## src/rtl/bootprot_pkg.sv

```systemverilog
// Shared constants and types for the boot sector protection controller.
// Assumes the command keys fit into the low 16 bits of the address.
package bootprot_pkg;
    typedef enum logic [2:0] {
        SEQ_IDLE,
        SEQ_K1,
        SEQ_K2,
        SEQ_L3,
        SEQ_L4,
        SEQ_L5
    } seq_state_t;

    localparam logic [15:0] KEY_ADDR_A = 16'h5555;
    localparam logic [15:0] KEY_ADDR_B = 16'h2AAA;
    localparam logic [7:0]  KEY_DAT_1  = 8'hAA;
    localparam logic [7:0]  KEY_DAT_2  = 8'h55;
    localparam logic [7:0]  CMD_LOCK_PRE = 8'h80;
    localparam logic [7:0]  CMD_LOCK_FIN = 8'h40;
    localparam logic [7:0]  CMD_ID_ENTER = 8'h90;
    localparam logic [7:0]  CMD_ID_LEAVE = 8'hF0;
endpackage

```

## src/rtl/bootprot_range.sv

```systemverilog
// Boot sector address decode. The sector is 2**BOOT_LOG2 bytes and sits at the
// bottom (BOOT_TOP=0) or the top (BOOT_TOP=1) of the address space.
// Assumes BOOT_LOG2 < ADDR_W. Purely combinational.
module bootprot_range #(
    parameter int ADDR_W    = 20,
    parameter int BOOT_LOG2 = 14,
    parameter bit BOOT_TOP  = 1'b0
) (
    input  logic [ADDR_W-1:0] addr,
    output logic              in_boot
);
    localparam int HI_W = ADDR_W - BOOT_LOG2;

    logic [HI_W-1:0] upper;
    assign upper = addr[ADDR_W-1:BOOT_LOG2];

    generate
        if (BOOT_TOP) begin : g_top
            // Sector occupies the highest block: upper bits all ones.
            assign in_boot = &upper;
        end else begin : g_bottom
            // Sector occupies the lowest block: upper bits all zeros.
            assign in_boot = ~|upper;
        end
    endgenerate
endmodule

```

## src/rtl/bootprot_seq.sv

```systemverilog
// Command sequence tracker. It consumes qualified command writes, recognises
// the lockout and identification entry/exit sequences, and holds the sticky
// lockout flag and the identification mode flag.
// Assumes wr_en is already gated by the inhibit conditions.
module bootprot_seq #(
    parameter int ADDR_W = 20,
    parameter int DATA_W = 8
) (
    input  logic              clk,
    input  logic              rst_n,
    input  logic              wr_en,
    input  logic [ADDR_W-1:0] addr,
    input  logic [DATA_W-1:0] data,
    output logic              locked,
    output logic              id_mode
);
    import bootprot_pkg::*;

    localparam logic [ADDR_W-1:0] A_KEY = ADDR_W'(KEY_ADDR_A);
    localparam logic [ADDR_W-1:0] B_KEY = ADDR_W'(KEY_ADDR_B);

    seq_state_t state_q, state_d;
    logic       set_lock, id_on, id_off;
    logic       hit_a, hit_b;

    assign hit_a = (addr == A_KEY);
    assign hit_b = (addr == B_KEY);

    // Next-state and command-decode logic for the write sequence.
    always_comb begin
        state_d  = state_q;
        set_lock = 1'b0;
        id_on    = 1'b0;
        id_off   = 1'b0;
        if (wr_en) begin
            state_d = SEQ_IDLE;
            unique case (state_q)
                SEQ_IDLE: if (hit_a && data == DATA_W'(KEY_DAT_1)) state_d = SEQ_K1;
                SEQ_K1:   if (hit_b && data == DATA_W'(KEY_DAT_2)) state_d = SEQ_K2;
                SEQ_K2: begin
                    if (hit_a && data == DATA_W'(CMD_LOCK_PRE)) state_d = SEQ_L3;
                    id_on  = hit_a && (data == DATA_W'(CMD_ID_ENTER));
                    id_off = hit_a && (data == DATA_W'(CMD_ID_LEAVE));
                end
                SEQ_L3:   if (hit_a && data == DATA_W'(KEY_DAT_1)) state_d = SEQ_L4;
                SEQ_L4:   if (hit_b && data == DATA_W'(KEY_DAT_2)) state_d = SEQ_L5;
                SEQ_L5:   set_lock = hit_a && (data == DATA_W'(CMD_LOCK_FIN));
                default:  state_d = SEQ_IDLE;
            endcase
        end
    end

    // Sequence position register.
    always_ff @(posedge clk) begin
        if (!rst_n) state_q <= SEQ_IDLE;
        else        state_q <= state_d;
    end

    // Sticky lockout flag; only reset clears it.
    always_ff @(posedge clk) begin
        if (!rst_n)        locked <= 1'b0;
        else if (set_lock) locked <= 1'b1;
    end

    // Identification mode flag.
    always_ff @(posedge clk) begin
        if (!rst_n)      id_mode <= 1'b0;
        else if (id_on)  id_mode <= 1'b1;
        else if (id_off) id_mode <= 1'b0;
    end

    assert_lock_sticky_R10: assert property (@(posedge clk) disable iff (!rst_n)
        locked |=> locked);
    assert_id_enter_R7: assert property (@(posedge clk) disable iff (!rst_n)
        (wr_en && state_q == SEQ_K2 && hit_a && data == DATA_W'(CMD_ID_ENTER)) |=> id_mode);
    assert_lock_only_seq_R5: assert property (@(posedge clk) disable iff (!rst_n)
        (!locked && state_q != SEQ_L5) |=> !locked);
endmodule

```

## src/rtl/bootprot_gate.sv

```systemverilog
// Grant logic for program and chip erase requests. A request is granted one
// cycle later when not inhibited; the boot sector additionally needs the lock
// to be clear or the override to be held.
// Assumes requests are single-cycle pulses.
module bootprot_gate (
    input  logic clk,
    input  logic rst_n,
    input  logic prog_req,
    input  logic erase_req,
    input  logic inhibit,
    input  logic in_boot,
    input  logic locked,
    input  logic override,
    output logic prog_grant,
    output logic erase_grant,
    output logic erase_boot
);
    logic boot_open;
    assign boot_open = !locked || override;

    // Register the grant decisions.
    always_ff @(posedge clk) begin
        if (!rst_n) begin
            prog_grant  <= 1'b0;
            erase_grant <= 1'b0;
            erase_boot  <= 1'b0;
        end else begin
            prog_grant  <= prog_req  && !inhibit && (!in_boot || boot_open);
            erase_grant <= erase_req && !inhibit;
            erase_boot  <= erase_req && !inhibit && boot_open;
        end
    end

    assert_no_grant_inhibit_R3: assert property (@(posedge clk) disable iff (!rst_n)
        (prog_req && inhibit) |=> !prog_grant);
    assert_locked_boot_R4: assert property (@(posedge clk) disable iff (!rst_n)
        (prog_req && in_boot && locked && !override) |=> !prog_grant);
    assert_boot_erase_sub_R9: assert property (@(posedge clk) disable iff (!rst_n)
        erase_boot |-> erase_grant);
endmodule

```

## src/rtl/bootprot_ctrl.sv

```systemverilog
// Top of the boot sector write-protection controller. It forms the inhibit
// term, feeds qualified command writes to the tracker, decodes the boot sector
// and returns the lockout status on identification-mode reads.
// Assumes all electrical conditions arrive as synchronous logic levels.
module bootprot_ctrl #(
    parameter int ADDR_W    = 20,
    parameter int DATA_W    = 8,
    parameter int BOOT_LOG2 = 14,
    parameter bit BOOT_TOP  = 1'b0
) (
    input  logic              clk,
    input  logic              rst_n,
    input  logic              wr_req,
    input  logic              prog_req,
    input  logic              erase_req,
    input  logic              rd_req,
    input  logic [ADDR_W-1:0] addr,
    input  logic [DATA_W-1:0] wdata,
    input  logic              ce_act,
    input  logic              we_act,
    input  logic              oe_act,
    input  logic              supply_low,
    input  logic              hv_override,
    output logic              prog_grant,
    output logic              erase_grant,
    output logic              erase_boot,
    output logic              locked,
    output logic              id_mode,
    output logic              stat_valid,
    output logic [DATA_W-1:0] stat_data
);
    localparam logic [ADDR_W-1:0] STAT_ADDR = ADDR_W'(2);

    logic inhibit, in_boot;

    assign inhibit = oe_act || !ce_act || !we_act || supply_low;

    bootprot_range #(.ADDR_W(ADDR_W), .BOOT_LOG2(BOOT_LOG2), .BOOT_TOP(BOOT_TOP)) u_range (
        .addr    (addr),
        .in_boot (in_boot)
    );

    bootprot_seq #(.ADDR_W(ADDR_W), .DATA_W(DATA_W)) u_seq (
        .clk     (clk),
        .rst_n   (rst_n),
        .wr_en   (wr_req && !inhibit),
        .addr    (addr),
        .data    (wdata),
        .locked  (locked),
        .id_mode (id_mode)
    );

    bootprot_gate u_gate (
        .clk         (clk),
        .rst_n       (rst_n),
        .prog_req    (prog_req),
        .erase_req   (erase_req),
        .inhibit     (inhibit),
        .in_boot     (in_boot),
        .locked      (locked),
        .override    (hv_override),
        .prog_grant  (prog_grant),
        .erase_grant (erase_grant),
        .erase_boot  (erase_boot)
    );

    // Status read: lockout flag on bit 0 for the fixed address in ID mode.
    always_ff @(posedge clk) begin
        if (!rst_n) begin
            stat_valid <= 1'b0;
            stat_data  <= '0;
        end else begin
            stat_valid <= rd_req && id_mode && (addr == STAT_ADDR);
            stat_data  <= (rd_req && id_mode && (addr == STAT_ADDR)) ? DATA_W'(locked) : '0;
        end
    end

    assert_stat_needs_id_R8: assert property (@(posedge clk) disable iff (!rst_n)
        stat_valid |-> $past(id_mode));
    assert_erase_keeps_lock_R9: assert property (@(posedge clk) disable iff (!rst_n)
        (erase_req && locked) |=> locked);
endmodule

```

## config.mk

```make
export PLATFORM = sky130hd
export DESIGN_NAME = bootprot_ctrl
export DESIGN_NICKNAME = d
export VERILOG_FILES = /design/src/rtl/bootprot_pkg.sv /design/src/rtl/bootprot_range.sv /design/src/rtl/bootprot_seq.sv /design/src/rtl/bootprot_gate.sv /design/src/rtl/bootprot_ctrl.sv
export SDC_FILE = /design/constraint.sdc
export NUM_CORES = 1
export LEC_CHECK = 0
export CAP_MARGIN = 5
export CORE_ASPECT_RATIO = 0.7
export CORE_MARGIN = 3
export CORE_UTILIZATION = 36
export CTS_CLUSTER_SIZE = 30
export DETAILED_ROUTE_END_ITERATION = 8
export PLACE_DENSITY = 0.85
export SKIP_CTS_REPAIR_TIMING = 1
export SLEW_MARGIN = 15
export SYNTH_ARGS = -nofsm -noshare
export SYNTH_HDL_FRONTEND = slang
export SYNTH_SLANG_ARGS = --single-unit
export TNS_END_PERCENT = 1
```

## constraint.sdc

```tcl
create_clock -name clk -period 3.5 [get_ports clk]
set_clock_uncertainty 0.05 [all_clocks]
set_input_delay 0.7 -clock clk [delete_from_list [all_inputs] [get_ports clk]]
set_output_delay 0.7 -clock clk [all_outputs]
set_load 0.005 [all_outputs]
```

Yosys cells after proc, flatten, opt, wreduce, memory -nomap -nowiden

Cells that the tools add are included.

Output and inout port bits: 14
Bits of input ports: 39
Word-level logic and storage cells: 63
Register bits: 17

Equality and inequality tests: 14
Reduce and logical (&&, ||, !) cells: 26
Muxes and demuxes: 14

Operator list:

| kind                   | number |
|---|---|
| $eq A8 B8 Y1 const B   | 4 |
| $eq A20 B14 Y1 const B | 1 |
| $eq A20 B15 Y1 const B | 1 |
| $eq A20 B2 Y1 const B  | 1 |
| $eq A8 B7 Y1 const B   | 2 |
| $pmux W3 S5            | 1 |
| $logic_and A1 B1 Y1    | 13 |
| $mux W1                | 9 |
| $eq A3 B2 Y1 const B   | 2 |
| $eq A3 B3 Y1 const B   | 2 |
| $mux W3                | 2 |
| $reduce_or A6 Y1       | 1 |
| $logic_or A1 B1 Y1     | 5 |
| $logic_not A1 Y1       | 4 |
| $mux W2                | 2 |
| $eq A3 B1 Y1 const B   | 1 |
| $logic_not A3 Y1       | 1 |
| $reduce_and A2 Y1      | 1 |
| $reduce_bool A2 Y1     | 1 |

Longest topological paths before layout

Word-level depth: 9
Depth in mapped cells: 6
Gate-level depth less buffers: 5

By module

Synthesis repeated with hierarchy kept, for this count alone.

Cells, all modules: 93
Area, all modules: 807.0 um^2

By module, submodules not included:

| module         | cells an instance | seq. area each (um^2) | instances | area each (um^2) |
|---|---|---|---|---|
| bootprot_seq   | 59                | 100.1                 | 1         | 479.2 |
| bootprot_ctrl  | 24                | 40.0                  | 1         | 205.2 |
| bootprot_gate  | 8                 | 60.1                  | 1         | 105.1 |
| bootprot_range | 2                 | 0.0                   | 1         | 17.5 |

Least setup slack after synthesis

No wires, ideal clock.

Kind: input -> register
From: input port wdata[1]
To: register u_seq.state_q[2]
Arrival time: 2114 ps
Library setup time: 87 ps
Required time: 3363 ps
Path buffers: 0
Stages on the path: 5
Slack: 1249 ps
Path through: or4b_4 or4_4 nor4_4 a31oi_1 o31ai_1

Cells in the longest elaborated chain, start to end: 4
Elaborated cells on any way between the ends: 7
Classes of those cells: 2 x eq/ne; 3 x mux; 2 x reduce/logical

RTL lines:

| element                                       | RTL line                               | text |
|---|---|---|
| start: declaration                            | bootprot_ctrl.sv:18                    | `input logic [DATA_W-1:0] wdata,` |
| $eq A8 B7 Y1 or $eq A8 B8 Y1 (tied branches)  | bootprot_seq.sv:46, bootprot_seq.sv:45 |  |
| $logic_and A1 B1 Y1, on equally long branches | bootprot_seq.sv:46, bootprot_seq.sv:45 |  |
| $mux W3, on equally long branches             | bootprot_seq.sv:46, bootprot_seq.sv:45 |  |
| $pmux W3 S5 (*)                               | bootprot_seq.sv:37                     | `unique case (state_q)` |
| end signal: assignment                        | bootprot_seq.sv:56                     | `else state_q <= state_d;` |
| end: declaration                              | bootprot_seq.sv:22                     | `seq_state_t state_q, state_d;` |

Every way passes the cells marked *; elsewhere a longest branch is shown, timed or not.
A chain may end at the register's enable or synchronous reset.

Final worst setup path

Ends and elaborated chain as after synthesis.

==> reports/results.tsv <==
stage	metric	value	unit
timing	Final Cycle Share	72.26	%
place	routability cong.	0.9297	
floorplanning	row count	12	
routing	DRT iter0 DRCs	41	
routing	routed vias	841	
logic_synthesis	Post-synth EDFFs	0	
global_routing	vias in the first global route	742	
place	Placed Cells	151	
clock_tree	CTS tree	built	
setup_path	R2R Setup Slk	1950	ps
global_routing	initial antenna violation count	0	
clock_tree	Num Clock Sinks	10	
clock_tree	H-tree depth	1	
logic_synthesis	Synth top area share	28.52	%
logic_synthesis	post-synthesis sequential area ratio	28.52	%
clock_tree	CTS buffer count	3	
power	Seq pwr share	40.4	%
floorplanning	Die X	58.78	µm
routing	DRC	0	
final_layout	fillers	142	
power	PwrDens	240.3	mW/mm²
status	outcome	finished clean	
logic_synthesis	Mapped Area	701.9	µm²
timing	setup tns final	0	ps
logic_synthesis	Syn Area/Cell	7.976	µm²
power	sw frac	22.08	%
logic_synthesis	ys flop type	dfxtp_1	
hold_path	min-delay src	u_seq.id_mode	
floorplanning	# IOs	53	
final_layout	final non-filler cell total	155	
hold_path	WHS Path Cells	2	
power	peak supply drop	0.0002032	V
clock_tree	clk buf depth	2	
global_routing	largest net degree at the start of global routing	11	
logic_synthesis	Synth area leaders	dfxtp_1 29%, nor4_1 8.0%, buf_4 7.5%, nand4_1 5.3%, nand2_1 3.7%	
timing	Hold Worst Slack	455.2	ps
setup_path	RR Startpoint	u_seq.state_q[0]	
place	dpl hpwl	1848	µm
timing	fmax	395.4	MHz
logic_synthesis	Commonest cells post-synth	10 x dfxtp_1, 9 x nor4_1, 7 x buf_4, 7 x nand2_1	
power	P_int	220.2	µW
final_layout	Ant. Diodes	0	
setup_path	worst-path maximum fanout	3	
routing	Routed WL per cell	14.37	µm
power	Switch Pwr	62.41	µW
logic_synthesis	warnings from Yosys	0	
logic_synthesis	Cell variety after synth	33	
final_layout	Nets	174	
final_layout	fraction of layout cells with a size suffix above 1	5.970	%
routing	WL final	2228	µm
power	combinational power share	22.4	%
hold_path	hold crit path type	reg2reg	
floorplanning	die area	0.002524	mm²
global_routing	Total GRT Usage	17.92	%
routing	DRT Pass-1 Iters	4	
logic_synthesis	synthesis-stage register bit count	10	
place	port bufs	45	
power	leakage	0.0004166	µW
global_routing	first-pass GRT wire length	3443	µm
setup_path	worst r2r dst	u_seq.id_mode	
logic_synthesis	async set or reset register ratio after synthesis	0	%
timing	unrepaired setup endpoints after global routing	false	
logic_synthesis	Syn Inst Count	88	
setup_path	CP endpoint kind	flip-flop	
clock_tree	Worst-Skew Late Latency	270	ps
floorplanning	Die H	42.95	µm
global_routing	GRT overflow	0	
logic_synthesis	cell accounting for the most synthesized area	dfxtp_1	
clock_tree	Worst-path clk slew	70	ps
routing	Antenna Nets Post-Route	0	
logic_synthesis	most common cell in the synthesized netlist	dfxtp_1	
setup_path	data arrival time of the critical path	2660	ps
setup_path	CP Launch Point	wdata[1]	
setup_path	R2R cell count	5	
floorplanning	core area	0.001712	mm²
final_layout	Syn-to-layout area delta	67.56	%
timing	Fin. Hold Viols	0	
timing	final number of setup-violating endpoints	0	
setup_path	critical path class	in2reg	
routing	Via density	5.426	
power	Clock power frac	37.3	%
hold_path	Hold Path End	stat_valid	
floorplanning	Starting Density	41.01	%
flow_run	MaxCap Viol Count	0	
timing	min Tclk post-route	2529	ps
clock_tree	CTS root buffer	clkbuf_4	
setup_path	startpoint types	input pin	
setup_path	worst path required time	3630	ps
timing	final max-slew violation count	0	
==> how the worst max path moves through the flow <==
stage | to | slack, ps | depth (start not counted)
after floorplan | u_seq.state_q[2] | 1250 | 5
after global placement | u_seq.state_q[2] | 750 | 6
after detailed placement | u_seq.state_q[2] | 700 | 6
after CTS | u_seq.state_q[2] | 990 | 6
after global routing | u_seq.state_q[2] | 940 | 6
final | u_seq.state_q[2] | 970 | 6
==> cells by family after synthesis <==
group | share of synthesized area, %
flip-flops | 28.52
other | 0.5342
buffers and inverters | 8.733
AND/OR/NAND/NOR | 51.52
AO/OA/AOI/OAI | 10.69
==> worst max-delay path, cell delays in order <==
cell             delay [ps]
clkdlybuf4s50_1         450
or4b_4                  550
or4_4                   570
nor4_4                  250
a31oi_1                  70
o31ai_1                  80
==> per-stage QoR <==
step                      utilization (%)  total power, µW  instance area, µm²  worst slack (ps)
final                               68.71            282.6                1176             970.9
after global routing                68.71            297.5                1176             941.9
after CTS                           68.71            286.2                1176             991.1
after detailed placement            66.59            179.5                1140             697.9
after global placement              66.59            177.9                1140             747.0
after floorplan                         -            134.7               724.4              1249
==> final cells by class <==
class | instances | area, µm² | share of cell area, %
repair buffers | 45 | 450.4 | 38.30
clock buffers | 4 | 36.28 | 3.085
well taps | 21 | 26.28 | 2.234
multi-input cells | 75 | 462.9 | 39.36
flip-flops and latches | 10 | 200.2 | 17.02
==> cell usage in the layout, fill, tap and decap left out <==
cell type,instances
o31ai_1,2
nand4b_1,1
or4_4,1
nand2b_1,3
o22ai_1,1
nand3_1,4
nor4_1,9
clkdlybuf4s50_1,45
or4b_4,1
nor4b_1,1
or3b_4,1
clkbuf_8,1
nor4_4,1
o21ai_1,1
o21a_1,1
conb_1,7
and3_1,3
nor2_1,6
a31oi_1,3
dfxtp_1,10
nor3_1,2
a21oi_1,2
and2_1,2
o21ai_0,1
nor3b_1,2
clkbuf_4,3
nor2b_1,3
nand4_1,6
nand3b_1,1
nand2_1,7
a21boi_0,1
and4b_1,1
and4bb_1,1
==> flip-flops by register name, summed over array words and instances (netlist names) <==
signal and count:
u_seq.id_mode 1, u_gate.prog_grant 1, u_gate.erase_grant 1, stat_data 1, u_gate.erase_boot 1, stat_valid 1
u_seq.locked 1, u_seq.state_q 3
==> power by group through the flow <==
stage | Combinational, µW | Sequential (µW) | Clock (µW)
2_1_floorplan | 17.9 | 117 | 0
3_3_place_gp | 61.1 | 117 | 0
3_5_place_dp | 62.7 | 117 | 0
4_1_cts | 62.9 | 114 | 109
5_1_grt | 67.7 | 114 | 116
6_report | 63.2 | 114 | 105
==> metal layers <==
layer  up-vias  wire length [µm]  GRT usage, %
met5         -                 0             0
met4         0                14         5.430
met3         2               182         6.383
met2        38              1067         28.63
met1       380               965         22.30
li1        421                 -             -
No activity file was read; power rests on OpenSTA's default activity.
